===== config.mk =====
export PLATFORM = sky130hd
export DESIGN_NAME = prs_clkgen
export DESIGN_NICKNAME = d
export VERILOG_FILES = /design/src/rtl/prs_clkgen_pkg.sv /design/src/rtl/prs_prescaler.sv /design/src/rtl/prs_lfsr.sv /design/src/rtl/prs_clkgen.sv
export SDC_FILE = /design/constraint.sdc
export NUM_CORES = 1
export LEC_CHECK = 0
export BUFFER_PORTS_ARGS = -buffer_cell sky130_fd_sc_hd__buf_2
export CORE_ASPECT_RATIO = 0.6
export CORE_MARGIN = 2
export CORE_UTILIZATION = 48
export DETAILED_ROUTE_END_ITERATION = 10
export PLACE_DENSITY = 0.68
export RECOVER_POWER = 25
export SYNTH_ARGS = -nofsm -noshare
export SYNTH_HDL_FRONTEND = slang
export SYNTH_HIERARCHICAL = 1
export SYNTH_SLANG_ARGS = --single-unit

===== constraint.sdc =====
create_clock -name clk -period 7.8 [get_ports clk]
set_input_delay 1.56 -clock clk [delete_from_list [all_inputs] [get_ports clk]]
set_output_delay 1.56 -clock clk [all_outputs]
set_load 0.03 [all_outputs]

===== src/rtl/prs_clkgen_pkg.sv =====
package prs_clkgen_pkg;
   localparam int CODE_W = 3;

   typedef struct packed {
      logic              route;
      logic              invert;
      logic              wide;
      logic              prs_en;
      logic              bypass;
      logic [CODE_W-1:0] code;
   } ctrl_t;

   localparam int CTRL_W = $bits(ctrl_t);
endpackage


===== src/rtl/prs_prescaler.sv =====
module prs_prescaler #(
   parameter int CODE_W = 3
) (
   input  logic              clk,
   input  logic              rst_n,
   input  logic              bypass,
   input  logic [CODE_W-1:0] code,
   output logic              step
);
   localparam int CNT_W = 1 << CODE_W;

   if (CODE_W < 1 || CODE_W > 4) begin : g_bad_code_w
      $error("prs_prescaler: CODE_W must lie in 1..4");
   end

   logic [CNT_W-1:0] cnt_q;
   logic [CNT_W:0]   ratio;
   logic [CNT_W-1:0] term;

   always_comb begin
      ratio = (CNT_W+1)'(2) << code;
      term  = CNT_W'(ratio - 1'b1);
   end

   assign step = bypass | (cnt_q == term);

   always_ff @(posedge clk) begin
      if (!rst_n)                        cnt_q <= '0;
      else if (bypass || cnt_q >= term)  cnt_q <= '0;
      else                               cnt_q <= cnt_q + 1'b1;
   end

   // a divided step never repeats in the next cycle unless bypass is on
   p_step_spacing_r1: assert property (@(posedge clk) disable iff (!rst_n)
      (step && !bypass) |=> (!step || bypass));
endmodule


===== src/rtl/prs_lfsr.sv =====
module prs_lfsr #(
   parameter int             W    = 8,
   parameter logic [W-1:0]   TAPS = 8'hB8,
   parameter logic [W-1:0]   SEED = 1
) (
   input  logic         clk,
   input  logic         rst_n,
   input  logic         en,
   input  logic         step,
   output logic [W-1:0] state
);
   if (W < 3) begin : g_bad_w
      $error("prs_lfsr: W must be at least 3");
   end
   if (!TAPS[W-1]) begin : g_bad_taps
      $error("prs_lfsr: top tap must be set");
   end
   if (SEED == '0) begin : g_bad_seed
      $error("prs_lfsr: seed must be nonzero");
   end

   logic fb;
   assign fb = ^(state & TAPS);

   always_ff @(posedge clk) begin
      if (!rst_n || !en) state <= SEED;
      else if (step)     state <= {state[W-2:0], fb};
   end

   // no step, no movement
   p_hold_r3: assert property (@(posedge clk) disable iff (!rst_n)
      (en && !step) |=> $stable(state));
   // the lock-up state is never entered
   p_nonzero_r3: assert property (@(posedge clk) disable iff (!rst_n)
      state != '0);
   // disabled means seeded
   p_seeded_r4: assert property (@(posedge clk) disable iff (!rst_n)
      !en |=> state == SEED);
endmodule


===== src/rtl/prs_clkgen.sv =====
module prs_clkgen
   import prs_clkgen_pkg::*;
(
   input  logic              clk,
   input  logic              rst_n,
   input  logic              ctrl_we,
   input  logic [CTRL_W-1:0] ctrl_wdata,
   output logic [CTRL_W-1:0] ctrl_rdata,
   input  logic              dflt_pin,
   output logic              step_o,
   output logic              prs_o,
   output logic              pin_o
);
   localparam int          NARROW_W = 8;
   localparam int          WIDE_W   = 12;
   localparam logic [NARROW_W-1:0] NARROW_TAPS = 8'hB8;
   localparam logic [WIDE_W-1:0]   WIDE_TAPS   = 12'h829;

   ctrl_t ctrl_q;
   logic [NARROW_W-1:0] narrow_s;
   logic [WIDE_W-1:0]   wide_s;

   always_ff @(posedge clk) begin
      if (!rst_n)       ctrl_q <= '0;
      else if (ctrl_we) ctrl_q <= ctrl_t'(ctrl_wdata);
   end
   assign ctrl_rdata = ctrl_q;

   prs_prescaler #(.CODE_W(CODE_W)) presc_i (
      .clk    (clk),
      .rst_n  (rst_n),
      .bypass (ctrl_q.bypass),
      .code   (ctrl_q.code),
      .step   (step_o)
   );

   prs_lfsr #(.W(NARROW_W), .TAPS(NARROW_TAPS), .SEED(NARROW_W'(1))) lfsr_n_i (
      .clk   (clk),
      .rst_n (rst_n),
      .en    (ctrl_q.prs_en),
      .step  (step_o),
      .state (narrow_s)
   );

   prs_lfsr #(.W(WIDE_W), .TAPS(WIDE_TAPS), .SEED(WIDE_W'(1))) lfsr_w_i (
      .clk   (clk),
      .rst_n (rst_n),
      .en    (ctrl_q.prs_en),
      .step  (step_o),
      .state (wide_s)
   );

   always_comb begin
      if (!ctrl_q.prs_en)    prs_o = 1'b0;
      else if (ctrl_q.wide)  prs_o = wide_s[WIDE_W-1];
      else                   prs_o = narrow_s[NARROW_W-1];
   end

   assign pin_o = ctrl_q.route ? (prs_o ^ ctrl_q.invert) : dflt_pin;

   // a write is visible in the next cycle
   p_ctrl_load_r8: assert property (@(posedge clk) disable iff (!rst_n)
      ctrl_we |=> ctrl_rdata == $past(ctrl_wdata));
   // without a step or a write the generated bit cannot change
   p_prs_hold_r5: assert property (@(posedge clk) disable iff (!rst_n)
      (!step_o && !ctrl_we) |=> $stable(prs_o));
endmodule


**Word-level counts from Yosys, hierarchy flattened**

Index checks and enable logic that the tools add are counted.

- Magnitude comparators: 1
- Reductions and logical operators: 7
- Bitwise logic cells: 3
- Shifts and indexed selects: 1
- Multiplexer cells: 3
- Add/sub/neg operators: 2
- Equal/unequal tests: 1

Operator list:

| cell | number |
|---|---|
| XOR reduction 12 bit | 1 |
| adder 8 x 1 -> 8 bit, second input constant | 1 |
| equality test 8 bit | 1 |
| >= comparator 8 bit | 1 |
| XOR reduction 8 bit | 1 |
| left shift 2 x 3 -> 8 bit, first input constant | 1 |
| subtractor 8 x 1 -> 8 bit, second input constant | 1 |
| 2-to-1 mux 1 bit | 3 |
| logical NOT 1 bit | 2 |
| logical OR 1 bit | 2 |
| OR reduction 2 bit | 1 |
| inverter 1 bit | 1 |
| OR 1 bit | 1 |
| bitwise XOR 1 bit | 1 |

- Output and inout bits: 11
- Register bits: 36
- Logic and storage cells: 27
- Input port bits: 12

**Longest topological paths before layout**

- Depth in word-level cells: 5
- Depth in mapped cells: 14
- Depth with buffers taken out: 12

**By module**

The synthesis kept the hierarchy.

Modules (own cells, without submodules):

| module | area an instance (um2) | instances | cells an instance | sequential area each (um2) |
|---|---|---|---|---|
| prs_prescaler | 618.1 | 1 | 68 | 160.2 |
| prs_lfsr at lfsr_w_i | 449.2 | 1 | 41 | 240.2 |
| prs_clkgen | 334.1 | 1 | 32 | 160.2 |
| prs_lfsr at lfsr_n_i | 306.5 | 1 | 29 | 160.2 |

**Worst setup path before layout**

No wires, ideal clock.

- Path kind: reg-to-output
- Start point: register ctrl_q, in the netlist ctrl_rdata[1]
- End point: output port step_o
- Data arrival time: 2,576 ps
- Required time: 6,240 ps
- Setup slack: 3,664 ps
- Buffers on the path: 1
- Stages on the path, launching flop included: 11
- Path through: dfxtp_1 -> or3_1 -> ha_1 -> clkbuf_1 -> xor2_1 -> nor2_1 -> a21oi_1 -> ha_1 -> nand2_1 -> nor2_2 -> a21o_1

- Longest elaborated chain between the ends: 4

Ends and longest elaborated chain:

| what | line | text |
|---|---|---|
| start: declaration | prs_clkgen.sv:19 | `ctrl_t ctrl_q;` |
| start signal: assignment | prs_clkgen.sv:25 | `else if (ctrl_we) ctrl_q <= ctrl_t'(ctrl_wdata);` |
| left shift 2 x 3 -> 8 bit | prs_prescaler.sv:21 | `ratio = (CNT_W+1)'(2) << code;` |
| subtractor 8 x 1 -> 8 bit | prs_prescaler.sv:22 | `term = CNT_W'(ratio - 1'b1);` |
| equality test 8 bit | prs_prescaler.sv:25 | `assign step = bypass \| (cnt_q == term);` |
| OR 1 bit | prs_prescaler.sv:25 |  |
| end: declaration | prs_clkgen.sv:10 | `output logic step_o,` |

Every way passes these cells.

**Final worst setup path**

Same ends and word-level chain as after synthesis.

==> impl_metrics.csv <==
group,metric,value,unit
floorplan,num_rows,16,
critical_path,end_kind,"primary output",
critical_path,slowest_stage,"or3_1",
floorplan,io_pins,23,
clocking,cts_tree,"built",
finish,n_antenna_cell,0,
critical_path,path_max_fanout,23,
critical_path,arrival,3250,ps
critical_path,crit_buf_inv,2,
critical_path,r2r_end,"lfsr_n_i/state[0]$_SDFFE_PP1P_",
clocking,ctsRootBufferMaster,"clkbuf_8",
critical_path,reg2reg_from,"ctrl_rdata[1]$_SDFFE_PN0P_",
floorplan,die_w,81.01,um
timing,rsz0062_at_grt,"no",
power_and_ir_drop,p_per_area,193.4,nW/um^2
clocking,path_clk_slew,70,ps
critical_path,cp_cell_sequence,"or3_1 -> ha_1 -> xor2_1 -> nor2_1 -> a21oi_1 -> ha_1 -> nand2_1 -> nor2_2 -> a21o_1 -> buf_4 -> buf_2",
clocking,post_cts_resized,0,
global_route,globalRouteOverflowTotal,0,
critical_path,critPathKind,"reg -> out",
clocking,cts_setup_buffers,0,
critical_path,crit_top_cell,"ha_1",
power_and_ir_drop,ir_drop,0.09851,mV
global_route,antenna_found_initial,0,
critical_path,r2r_cells,12,
finish,final_cell_mix,"36 x dfxtp_1, 27 x mux2i_1, 22 x nor2_1",
power_and_ir_drop,p_leak,0.7864,nW
detailed_routing,wl_per_cell,14.05,um
global_route,grt_max_degree,24,
critical_path,cpPeakStageDelay,420,ps
timing,maxSlewViolCount,0,
detailed_routing,drcViolationCount,0,
global_route,grt_pass1_vias,1259,
logic_synthesis,syn_area,1708,sq um
logic_synthesis,synth_cell_type_count,32,
global_route,grt_util_all_layers,17.94,%
worst_hold_path,hold_depth,2,
logic_synthesis,ys_seq_elements,36,
finish,drive_gt1_share,15.90,%
timing,slew_headroom,60.13,%
critical_path,required,6240,ps
clocking,clk_latency,270,ps
logic_synthesis,synth_warnings,6,
detailed_routing,vias_per_cell,5.475,
worst_hold_path,hold_class,"reg -> reg",
timing,max_freq,207.8,MHz
clocking,cts_sinks,36,
critical_path,r2r_slack,4620,ps
logic_synthesis,synth.avg_cell_area,10.05,sq um
clocking,ctsHoldBuffers,0,
detailed_routing,dr.pass1.iters,4,
finish,final_common_cell,"dfxtp_1",
timing,skew,5.898,ps
detailed_routing,routed_wl,3.373,mm
detailed_routing,drt_iter0_drc,72,
finish,fillCellCount,304,
timing,setup_viol,0,
detailed_routing,drtAntennaViolNets,0,
placed_design,dpl.cell_count,233,
placed_design,place.gp.congestion,0.8063,
clocking,htree_levels,2,
floorplan,die_y,50.21,um
critical_path,cp-start-kind,"flip-flop",
clocking,cts_made_buffers,5,
timing,tns,0,ps
critical_path,crit_family,"simple AND/OR/NAND/NOR gates",
placed_design,portBuffers,22,
placed_design,hpwl,2.564,mm
timing,worst_pin_slew,598.1,ps
timing,min_period_over_period,61.71,%
finish,final_nets,216,
finish,fin_cells,240,
worst_hold_path,hold_path_end,"lfsr_w_i/state[11]$_SDFFE_PP0P_",
floorplan,dieArea,4067,sq um
job,drv_cap,0,
logic_synthesis,synth_nets,191,
timing,hold_viol,0,
floorplan,coreArea,3323,sq um
logic_synthesis,synthCells,170,
clocking,clock_path_buffers,2,
finish,area_delta_synth_final,12.97,%
detailed_routing,dr_total_vias,1314,
global_route,grt_pass1_wl,5.533,mm
floorplan,start_util,51.39,%
worst_hold_path,hold_path.startpoint,"lfsr_w_i/state[10]$_SDFFE_PP0P_",
outcome,status,"complete, no violations",
timing,fin_crit,4813,ps
logic_synthesis,synth_seq_area_share,42.20,%
[area by class of cell]
| cell class | instances | area [sq um] | share of cell area, % |
|---|---|---|---|
| Sequential cell | 36 | 720.7 | 37.35 |
| Timing Repair Buffer | 23 | 112.6 | 5.837 |
| Tap cell | 45 | 56.30 | 2.918 |
| Inverter | 5 | 18.77 | 0.9728 |
| Multi-Input combinational cell | 124 | 943.4 | 48.90 |
| Clock inverter | 1 | 5.005 | 0.2594 |
| Clock buffer | 6 | 72.57 | 3.761 |
[registers in the layout, summed over array words and instances, names as in the netlist]
| signal | count |
|---|---|
| presc_i/cnt_q | 8 |
| lfsr_n_i/state | 8 |
| lfsr_w_i/state | 12 |
| ctrl_rdata | 8 |
[per-layer routing]
layer  vias up  routed length (um)  track usage, %
met4         0                  58           6.497
li1        656                   -               -
met2        33                1394           27.55
met3         6                 173           4.856
met1       619                1746           24.29
met5         -                   0               0
[tightest hold or removal path, stage by stage, from the launching register on]
cell	delay, ps
dfxtp_1	330
mux2i_1	70
nor2_1	70
[where the power goes]
group | total (mW) | internal, mW | switching [mW]
clock | 0.119 | 0.0606 | 0.0582
sequential | 0.194 | 0.188 | 0.00589
combinational | 0.0603 | 0.0235 | 0.0368
total | 0.373 | 0.272 | 0.101
[cells in the mapped netlist]
master	count	share of area [%]
dfxtp_1	36	42
mux2i_1	27	16
nor2_1	22	4.8
ha_1	9	6.6
nand2_1	9	2.0
nor2b_1	9	3.3
a211oi_1	5	2.2
inv_1	5	1.1
or3_1	5	1.8
a21oi_1	4	1.2
o21ai_0	4	1.2
xnor2_1	4	2.1
xor2_1	4	2.1
a21o_1	3	1.3
a221oi_2	3	2.6
buf_2	2	0.59
clkbuf_1	2	0.44
nand3_1	2	0.59
nor3_1	2	0.59
a211o_1	1	0.51
a211o_4	1	1.0
a31oi_1	1	0.37
and3_1	1	0.37
and4_1	1	0.51
buf_4	1	0.44
nand4_1	1	0.37
nor2_2	1	0.37
nor3b_1	1	0.44
o211a_1	1	0.59
o211ai_2	1	0.73
o21bai_1	1	0.44
xor3_1	1	1.4
[through the flow]
step	area [sq um]	utilization (%)	power [mW]	setup slack (ps)	hold WS, ps
after global placement	1857	55.87	0.2540	3424	471.9
after CTS	1934	58.21	0.3773	3002	502.6
after detailed placement	1857	55.87	0.2582	3298	484.2
after global routing	1929	58.06	0.3938	2791	520.5
after floorplan	1708	-	0.2419	3664	437.4
final	1929	58.06	0.3732	2987	497.0
[cells by family after synthesis]
group	synth area share (%)
fa+ha+maj	6.594
flops	42.20
buf+inv	2.565
simple gates	15.17
mux	15.82
compound gates	12.16
xor+xnor	5.494
[worst max-delay path by stage]
stage | from | endpoint | slack, ps | cells past startpoint
2_1_floorplan | ctrl_rdata[1]$_SDFFE_PN0P_ | step_o | 3660 | 10
3_3_place_gp | ctrl_rdata[1]$_SDFFE_PN0P_ | step_o | 3420 | 11
3_5_place_dp | ctrl_rdata[1]$_SDFFE_PN0P_ | step_o | 3300 | 11
4_1_cts | ctrl_rdata[1]$_SDFFE_PN0P_ | step_o | 3000 | 11
5_1_grt | ctrl_rdata[1]$_SDFFE_PN0P_ | step_o | 2790 | 11
6_report | ctrl_rdata[1]$_SDFFE_PN0P_ | step_o | 2990 | 11
No activity file was read; power rests on OpenSTA's default activity.
